==> config.mk <==
export PLATFORM = sky130hd
export DESIGN_NAME = bus_release_arbiter
export DESIGN_NICKNAME = d
export VERILOG_FILES = /design/src/rtl/busarb_pkg.sv /design/src/rtl/busarb_sync.sv /design/src/rtl/busarb_boundary.sv /design/src/rtl/busarb_fsm.sv /design/src/rtl/bus_release_arbiter.sv
export SDC_FILE = /design/constraint.sdc
export NUM_CORES = 1
export LEC_CHECK = 0
export BUFFER_PORTS_ARGS = -buffer_cell sky130_fd_sc_hd__buf_2
export CAP_MARGIN = 40
export CORE_AREA = 2 2 39 41
export DETAILED_ROUTE_END_ITERATION = 8
export DIE_AREA = 0 0 41 43
export GPL_TIMING_DRIVEN = 0
export SLEW_MARGIN = 25
export SYNTH_ARGS = -nofsm -noshare
export SYNTH_HDL_FRONTEND = slang
export SYNTH_SLANG_ARGS = --single-unit
==> constraint.sdc <==
create_clock -name clk -period 1.3 [get_ports clk]
set_clock_uncertainty 0.1 [all_clocks]
set_input_delay 0.065 -clock clk [delete_from_list [all_inputs] [get_ports clk]]
set_output_delay 0.065 -clock clk [all_outputs]
set_load 0.01 [all_outputs]
==> src/rtl/busarb_pkg.sv <==
package busarb_pkg;

  typedef enum logic [1:0] {
    ST_OWNED    = 2'd0,
    ST_WAIT_BND = 2'd1,
    ST_RELEASED = 2'd2,
    ST_RECLAIM  = 2'd3
  } arb_state_e;

  // True when no cycle, burst or split sequence still holds the bus.
  function automatic logic seq_boundary(input logic cyc, input logic burst,
                                        input logic split);
    return !(cyc || burst || split);
  endfunction

  // True when some internal agent wants the bus back.
  function automatic logic internal_need(input logic refresh, input logic intr);
    return refresh || intr;
  endfunction

  // The bus counts as handed out in these states.
  function automatic logic is_away(input arb_state_e st);
    return (st == ST_RELEASED) || (st == ST_RECLAIM);
  endfunction

endpackage

==> src/rtl/busarb_sync.sv <==
module busarb_sync #(
  parameter int   STAGES    = 2,
  parameter logic RESET_VAL = 1'b1
) (
  input  logic clk,
  input  logic rst_n,
  input  logic d,
  output logic q
);
  localparam int LAST = STAGES - 1;

  logic [LAST:0] chain_q;

  generate
    if (STAGES < 2) begin : g_bad
      initial $error("busarb_sync needs at least two stages");
    end
  endgenerate

  always_ff @(posedge clk or negedge rst_n) begin
    if (!rst_n) chain_q <= {STAGES{RESET_VAL}};
    else        chain_q <= {chain_q[LAST-1:0], d};
  end

  assign q = chain_q[LAST];
endmodule

==> src/rtl/busarb_boundary.sv <==
module busarb_boundary
  import busarb_pkg::*;
(
  input  logic cyc_active,
  input  logic burst_active,
  input  logic split_active,
  input  logic refresh_req,
  input  logic intr_req,
  output logic seq_free,
  output logic int_need
);
  assign seq_free = seq_boundary(cyc_active, burst_active, split_active);
  assign int_need = internal_need(refresh_req, intr_req);
endmodule

==> src/rtl/busarb_fsm.sv <==
module busarb_fsm
  import busarb_pkg::*;
(
  input  logic clk,
  input  logic rst_n,
  input  logic req_seen,
  input  logic seq_free,
  input  logic int_need,
  output logic grant_n,
  output logic reclaim_req,
  output logic pins_release,
  output logic engine_stall
);
  arb_state_e state_q, state_d;
  logic       pins_q, grant_q;
  logic       pins_d, grant_d;

  // Named events, brought out for the assertions.
  logic enter_release, enter_reclaim, give_back, abandon_wait;

  always_comb begin
    state_d = state_q;
    unique case (state_q)
      ST_OWNED:    if (req_seen) state_d = ST_WAIT_BND;
      ST_WAIT_BND: if (!req_seen) state_d = ST_OWNED;
                   else if (seq_free) state_d = ST_RELEASED;
      ST_RELEASED: if (!req_seen) state_d = ST_OWNED;
                   else if (int_need) state_d = ST_RECLAIM;
      ST_RECLAIM:  if (!req_seen) state_d = ST_OWNED;
      default:     state_d = ST_OWNED;
    endcase
  end

  assign enter_release = (state_q == ST_WAIT_BND) && (state_d == ST_RELEASED);
  assign enter_reclaim = (state_q == ST_RELEASED) && (state_d == ST_RECLAIM);
  assign give_back     = is_away(state_q) && (state_d == ST_OWNED);
  assign abandon_wait  = (state_q == ST_WAIT_BND) && (state_d == ST_OWNED);

  // Pins float one clock ahead of the grant and stay floated one clock after it.
  assign pins_d  = is_away(state_d) || grant_q;
  assign grant_d = is_away(state_d) && pins_q;

  always_ff @(posedge clk or negedge rst_n) begin
    if (!rst_n) begin
      state_q <= ST_OWNED;
      pins_q  <= 1'b0;
      grant_q <= 1'b0;
    end else begin
      state_q <= state_d;
      pins_q  <= pins_d;
      grant_q <= grant_d;
    end
  end

  assign grant_n      = ~grant_q;
  assign pins_release = pins_q;
  assign reclaim_req  = (state_q == ST_RECLAIM);
  assign engine_stall = (state_q != ST_OWNED) || pins_q;

  assert_pins_lead_grant_R6: assert property (@(posedge clk) disable iff (!rst_n)
    $fell(grant_n) |-> $past(pins_release));
  assert_pins_trail_grant_R6: assert property (@(posedge clk) disable iff (!rst_n)
    $rose(grant_n) |-> pins_release);
  // Covers R4 and R5 as well: any activity blocks the release.
  assert_release_at_boundary_R3: assert property (@(posedge clk) disable iff (!rst_n)
    $rose(pins_release) |-> ($past(seq_free) && $past(req_seen)));
  assert_stall_while_away_R8: assert property (@(posedge clk) disable iff (!rst_n)
    (!grant_n || pins_release) |-> engine_stall);
  assert_no_grant_in_wait_R9: assert property (@(posedge clk) disable iff (!rst_n)
    abandon_wait |=> grant_n);
  assert_reclaim_drop_with_grant_R10: assert property (@(posedge clk) disable iff (!rst_n)
    $fell(reclaim_req) |-> $rose(grant_n));
  assert_reclaim_needs_release_R11: assert property (@(posedge clk) disable iff (!rst_n)
    enter_reclaim |-> (pins_release && !give_back));
endmodule

==> src/rtl/bus_release_arbiter.sv <==
module bus_release_arbiter #(
  parameter int SYNC_STAGES = 2
) (
  input  logic clk,
  input  logic rst_n,
  input  logic ext_req_n,
  input  logic cyc_active,
  input  logic burst_active,
  input  logic split_active,
  input  logic refresh_req,
  input  logic intr_req,
  output logic grant_n,
  output logic reclaim_req,
  output logic pins_release,
  output logic engine_stall
);
  logic req_n_sync, req_seen, seq_free, int_need;

  busarb_sync #(.STAGES(SYNC_STAGES), .RESET_VAL(1'b1)) u_sync (
    .clk   (clk),
    .rst_n (rst_n),
    .d     (ext_req_n),
    .q     (req_n_sync)
  );

  assign req_seen = ~req_n_sync;

  busarb_boundary u_bnd (
    .cyc_active   (cyc_active),
    .burst_active (burst_active),
    .split_active (split_active),
    .refresh_req  (refresh_req),
    .intr_req     (intr_req),
    .seq_free     (seq_free),
    .int_need     (int_need)
  );

  busarb_fsm u_fsm (
    .clk          (clk),
    .rst_n        (rst_n),
    .req_seen     (req_seen),
    .seq_free     (seq_free),
    .int_need     (int_need),
    .grant_n      (grant_n),
    .reclaim_req  (reclaim_req),
    .pins_release (pins_release),
    .engine_stall (engine_stall)
  );

  assert_reset_quiet_R1: assert property (@(posedge clk)
    !rst_n |=> (!reclaim_req && !pins_release));
  assert_reclaim_only_granted_R10: assert property (@(posedge clk) disable iff (!rst_n)
    reclaim_req |-> (!grant_n && pins_release));
endmodule

==> results of run 1 <==
## placed cells by master (no fill, tap or decap), drive strengths merged
cell and n:
nor4b 1, dlygate4sd3 2, dfstp 2, nor2 1, clkbuf 4, inv 1, o21ba 2, or3 1
buf 12, or2 1, dfrtp 4, and2 2, a21oi 1
## path summary, 6_finish.rpt
check | startpoint | end | cells after the start
worst max-delay path | u_fsm.state_q[1]$_DFF_PN0_ | engine_stall | 2
worst min-delay path | rst_n | u_fsm.pins_release$_DFF_PN0_ | 2
worst max register to register | u_fsm.state_q[0]$_DFF_PN0_ | u_fsm.pins_release$_DFF_PN0_ | 3
worst min register to register | u_sync.chain_q[0]$_DFF_PN1_ | u_sync.chain_q[1]$_DFF_PN1_ | 0
max in group asynchronous | rst_n | u_sync.chain_q[0]$_DFF_PN1_ | 2
min in group clk | burst_active | u_fsm.state_q[1]$_DFF_PN0_ | 3
## area by class of cell
| class | instances | area (µm²) |
|---|---|---|
| fill | 153 | 1020 |
| sequential | 6 | 153 |
| timing repair buffer | 14 | 82.6 |
| multi-input combinational | 9 | 77.6 |
| clock buffer | 4 | 26.3 |
| tap | 16 | 20.0 |
| inverter | 1 | 3.75 |
## sequential cells by signal, summed over array words and instances (netlist names)
signal and flops:
u_fsm.grant_q 1, u_sync.chain_q 2, u_fsm.pins_release 1, u_fsm.state_q 2
## logic make-up after synthesis
group,after synthesis,synth area share (%)
simple gates,6,22.5
buf+inv,1,1.60
compound gates,3,10.7
flops,6,65.2
## power by group through the flow
stage               clock [mW]  sequential (mW)  combinational, mW
global placement             0            0.204             0.0359
detailed placement           0            0.204             0.0367
CTS                      0.196            0.201             0.0433
finish                   0.185            0.201             0.0422
global route             0.205            0.201             0.0469
floorplan                    0            0.204             0.0144
## timing repair
item	in CTS	in global routing
cloned	0	0
setup endpoints to repair	1	1
hold endpoints to repair	7	0
pin swaps	0	0
setup buffers	1	0
hold buffers	2	0
## routing by layer
layer	vias to the layer above	wire [µm]
met3	4	76
met1	81	145
met5	-	0
li1	89	-
met2	14	149
met4	0	23
## metrics by stage
step | hold slack [ps] | util (%)
4_1_cts | 69.5 | 26.2
2_1_floorplan | -331 | -
5_1_grt | 95.1 | 26.2
3_5_place_dp | -207 | 22.3
6_report | 69.9 | 26.2
3_3_place_gp | -207 | 22.3
==> flow_summary_export.csv, run 1 <==
group,metric,value,unit
power_and_ir_drop,clock_power_share,43.2,%
synth,synth-edff-count,0,
synth,yosysTopAreaCell,"dfrtp_1",
timing,hold_violations,0,
worst_setup_path,worstPathMaxFanout,2,
synth,ys_top_cells_by_count,"dfrtp_1 (4), and2_1 (2), dfstp_2 (2), o21ba_2 (2)",
timing,fin_ws,30.6,ps
run_status,status,"finished, final reports clean",
worst_setup_path,cpPeakStageDelay,360,ps
routing,drtPass1Iterations,1,
routing,antenna_left,0,
global_route,grt_max_degree,7,
worst_setup_path,end_kind,"output port",
routing,vias,188,
die,core,0.00138,mm²
worst_setup_path,slowest_stage,"dfrtp_1",
global_route,overflow,0,
synth,synth_nets,24,
synth,synth.most_common_cell,"dfrtp_1",
global_route,use_met1,3.95,%
clock_tree,cts_max_level,1,
clock_tree,cts-buffers-inserted,3,
die,start_util,16.9,%
routing,drtIter0Drc,0,
routing,drc,0,
synth,synth_seq_cells,6,
worst_setup_path,cp_data_arrival_time,1100,ps
cells_and_area,final_area,363,µm²
place,gp_congestion,0.531,
timing,final-max-slew-violation-count,0,
power_and_ir_drop,switching_share,20.8,%
power_and_ir_drop,combPwrFrac,9.9,%
timing,rsz0062_at_grt,"yes",
global_route,use_met3,6.28,%
global_route,use_met2,6.25,%
synth,synthArstFlopShare,100,%
worst_setup_path,worstSetupPathType,"reg2out",
cells_and_area,finalNonFillerCells,50,
synth,ys_seq_area_share,65.2,%
clock_tree,cts_tree,"yes",
place,place_inst,43,
global_route,grt_pass1_wl,538,µm
global_route,busiest_layer,"met4",
cells_and_area,nets,43,
die,dieArea,0.00176,mm²
timing,setup_violations,0,
worst_setup_path,timing.critical_path.buf_inv,1,
die,die_width,41,µm
power_and_ir_drop,finalPower,0.428,mW
clock_tree,clockBufferDepth,2,
synth,synthTopCellsByArea,"dfrtp_1 (43%), dfstp_2 (22%), nor4b_4 (10%)",
synth,postSynthCellCount,16,
clock_tree,cts_root_buffer,"clkbuf_4",
power_and_ir_drop,ir_drop,372,µV
clock_tree,path_clk_slew,50,ps
timing,fmax,0.788,GHz
worst_setup_path,r2r_slack,170,ps
die,fp.dieH,43,µm
place,post_dp_cell_area,309,µm²
synth,netlist_area,234,µm²
power_and_ir_drop,internal_power,0.339,mW
clock_tree,cts_sinks,6,
worst_setup_path,critPathLaunchType,"flop",
die,io-pin-count,12,
die,row_count,14,
timing,relSlewSlack,85.3,%
timing,fin_setup_tns,0,ps
cells_and_area,insertedDiodeCount,0,
routing,routed_wl,394,µm
place,portBuffers,11,
cells_and_area,drive_above_1_share,58.8,%
worst_setup_path,cp_cell_sequence,"or3_1 -> buf_2",
timing,period_share,97.6,%
job,max-cap-violations,0,
synth,synth-warning-count,0,
synth,synth_top_area_share,42.8,%
clock_tree,clk_latency,240,ps
worst_setup_path,crit_family,"flip-flops",
global_route,antenna_found_initial,0,
global_route,grt_usage,5.66,%
cells_and_area,syn_to_final_growth,55.1,%
synth,synth_ff_type,"dfrtp_1",
worst_setup_path,crit_required,1130,ps
power_and_ir_drop,power.leakage,0.178,nW
global_route,grt_pass1_vias,152,
timing,worstMarginPinSlew,219,ps
routing,wire_per_inst,7.88,µm
clock_tree,cts_resized,0,
power_and_ir_drop,p_per_area,1180,mW/mm²
routing,vias_per_cell,3.76,
place,dp_hpwl,318,µm
power_and_ir_drop,p_sw,0.0889,mW
synth,synth.distinct_cells,10,
synth,synth.avg_cell_area,14.6,µm²
min_path,hold_path_class,"in2async",
timing,min_period,1270,ps
place,place_ws,163,ps
power_and_ir_drop,seqPwrFrac,46.9,%
Power figures use the tool's default switching activity.
==> run 2, diff against run 1 <==
--- a/config.mk
+++ b/config.mk
@@ -5,9 +5,11 @@
 export SDC_FILE = /design/constraint.sdc
 export NUM_CORES = 1
 export LEC_CHECK = 0
+export ABC_AREA = 1
 export BUFFER_PORTS_ARGS = -buffer_cell sky130_fd_sc_hd__buf_2
 export CAP_MARGIN = 40
 export CORE_AREA = 2 2 39 41
+export CTS_BUF_LIST = sky130_fd_sc_hd__clkbuf_8
 export DETAILED_ROUTE_END_ITERATION = 8
 export DIE_AREA = 0 0 41 43
 export GPL_TIMING_DRIVEN = 0
==> flow_summary_export.csv, run 2 <==
group,metric,value,unit
run_status,status,"finished, final reports clean",
die,row_count,14,
global_route,grt_pass1_wl,648,µm
timing,setup_violations,0,
place,place_inst,53,
routing,vias,198,
global_route,grt_max_degree,7,
die,start_util,18.1,%
routing,routed_wl,457,µm
die,fp.dieH,43,µm
worst_setup_path,crit_required,1130,ps
cells_and_area,fill_cells,152,
routing,vias_per_cell,3.36,
cells_and_area,finalNonFillerCells,59,
clock_tree,path_clk_slew,40,ps
synth,synth.avg_cell_area,9.62,µm²
synth,synth.distinct_cells,11,
place,place_ws,356,ps
die,io-pin-count,12,
synth,ys_seq_area_share,61.0,%
worst_setup_path,worstSetupPathType,"reg2out",
synth,postSynthCellCount,26,
synth,synth_seq_cells,6,
cells_and_area,drive_above_1_share,53.5,%
cells_and_area,final_area,390,µm²
synth,synth-edff-count,0,
timing,fin_setup_tns,0,ps
clock_tree,cts_root_buffer,"clkbuf_8",
cells_and_area,reg.largest.list,"u_fsm.state_q: 2 flops, u_sync.chain_q: 2 flops",
clock_tree,cts_max_level,1,
place,portBuffers,11,
synth,synth.most_common_cell,"inv_1",
power_and_ir_drop,power.leakage,0.223,nW
synth,netlist_area,250,µm²
timing,fmax,0.945,GHz
synth,synth_top_area_share,40.0,%
worst_setup_path,cp_data_arrival_time,890,ps
die,core,0.00138,mm²
cells_and_area,insertedDiodeCount,0,
clock_tree,clockBufferDepth,2,
global_route,grt_usage,6.09,%
timing,fin_ws,242,ps
cells_and_area,layout_commonest_cell,"buf_2",
timing,rsz0062_at_grt,"no",
worst_setup_path,end_kind,"output port",
power_and_ir_drop,ir_drop,604,µV
timing,final-max-slew-violation-count,0,
clock_tree,clk_latency,230,ps
die,die_width,41,µm
synth,synth_nets,34,
place,dp_hpwl,323,µm
timing,relSlewSlack,90.7,%
job,max-cap-violations,0,
routing,drtPass1Iterations,1,
timing,worstMarginPinSlew,140,ps
cells_and_area,syn_to_final_growth,56.0,%
routing,antenna_left,0,
routing,drc,0,
global_route,grt_pass1_vias,172,
timing,hold_violations,0,
synth,synth_ff_type,"dfrtp_1",
clock_tree,postCtsSetupRepairBufs,0,
clock_tree,cts-buffers-inserted,3,
worst_setup_path,critPathLaunchType,"flop",
clock_tree,cts_sinks,6,
clock_tree,cts_tree,"yes",
cells_and_area,nets,52,
timing,period_share,81.4,%
synth,ys_top_cells_by_count,"inv_1 (6), dfrtp_1 (4), nand2_1 (3), nand2_2 (3), nor2_2 (3)",
synth,synth-warning-count,0,
timing,min_period,1060,ps
global_route,overflow,0,
power_and_ir_drop,p_per_area,1360,mW/mm²
synth,yosysTopAreaCell,"dfrtp_1",
synth,synthTopCellsByArea,"dfrtp_1 (40%), dfstp_2 (21%), inv_1 (9.0%)",
global_route,antenna_found_initial,0,
synth,synthArstFlopShare,100,%
worst_setup_path,worstPathMaxFanout,2,
worst_setup_path,r2r_cells,6,
cells_and_area,final_util,28.2,%
place,gp_congestion,0.671,
routing,wire_per_inst,7.75,µm
die,dieArea,0.00176,mm²
place,post_dp_cell_area,325,µm²
cells_and_area,final_cell_mix,"buf_2 (11), inv_1 (7), dfrtp_1 (4)",
min_path,hold_path_class,"in2async",
routing,drtIter0Drc,0,
## run 2: changes by cell type in the layout (fill, tap and decap cells not counted), sizes merged
cell,delta
nand2,+6
inv,+6
buf,-1
or3,-1
nand3b,+1
clkinv,+2
nand3,+1
nor2,+2
clkbuf,-1
or2,-1
o21ba,-2
and2,-2
nor4b,-1
## run 2: where the power goes
part	internal (mW)	switching [mW]
Clock	0.203	0.0847
Sequential	0.198	0.00380
Combinational	0.0215	0.0216
## run 2: cell families (layout without fill, tap and decap cells)
kind of cell           count (synthesis)  after routing  synth area share (%)
AND/OR/NAND/NOR                       11             11                  24.5
buffers and inverters                  8             25                  12.5
AO/OA/AOI/OAI                          1              1                  2.00
flip-flops                             6              6                  61.0
## run 2: final cells by class
class / count / area (µm²) / area share, %
Inverter: 8 / 31.3 / 8.01
Timing Repair Buffer: 13 / 75.1 / 19.2
Sequential cell: 6 / 153 / 39.1
Multi-Input combinational cell: 12 / 66.3 / 17.0
Clock buffer: 3 / 41.3 / 10.6
Clock inverter: 1 / 3.75 / 0.962
Tap cell: 16 / 20.0 / 5.13
## run 2: metrics by stage
stage	power [mW]	hold WS, ps
6_report	0.533	90.6
5_1_grt	0.555	98.4
4_1_cts	0.547	88.1
3_5_place_dp	0.243	-205
3_3_place_gp	0.243	-209
2_1_floorplan	0.222	-331
## run 2: final timing paths
check / start / end / slack, ps
setup / recovery: u_fsm.state_q[0]$_DFF_PN0_ / engine_stall / 240
hold / removal: rst_n / u_fsm.grant_q$_DFF_PN0_ / 90
setup reg to reg: u_fsm.state_q[0]$_DFF_PN0_ / u_fsm.pins_release$_DFF_PN0_ / 350
hold reg to reg: u_sync.chain_q[0]$_DFF_PN1_ / u_sync.chain_q[1]$_DFF_PN1_ / 250
max in group asynchronous: rst_n / u_sync.chain_q[1]$_DFF_PN1_ / 780
min in group clk: refresh_req / u_fsm.state_q[0]$_DFF_PN0_ / 90
## run 2: worst max-delay path: stages (launching register included)
cell,delay (ps)
dfrtp_1,370
inv_1,90
nand3_1,70
buf_2,140
## run 2: metal layers
metal / share of wire (%) / up-vias / routed length (µm) / global-route usage (%)
met1: 43 / 81 / 197 / 6.67
met3: 7.9 / 0 / 36 / 3.14
li1: - / 109 / - / -
met4: 0 / 0 / 0 / 6.00
met5: 0 / - / 0 / 0
met2: 49 / 8 / 223 / 7.81
## run 2: what timing repair did
action	CTS	global route
hold buffers	2	0
endpoints found under the hold margin	7	0
setup endpoints to repair	0	0
resized for setup	0	0
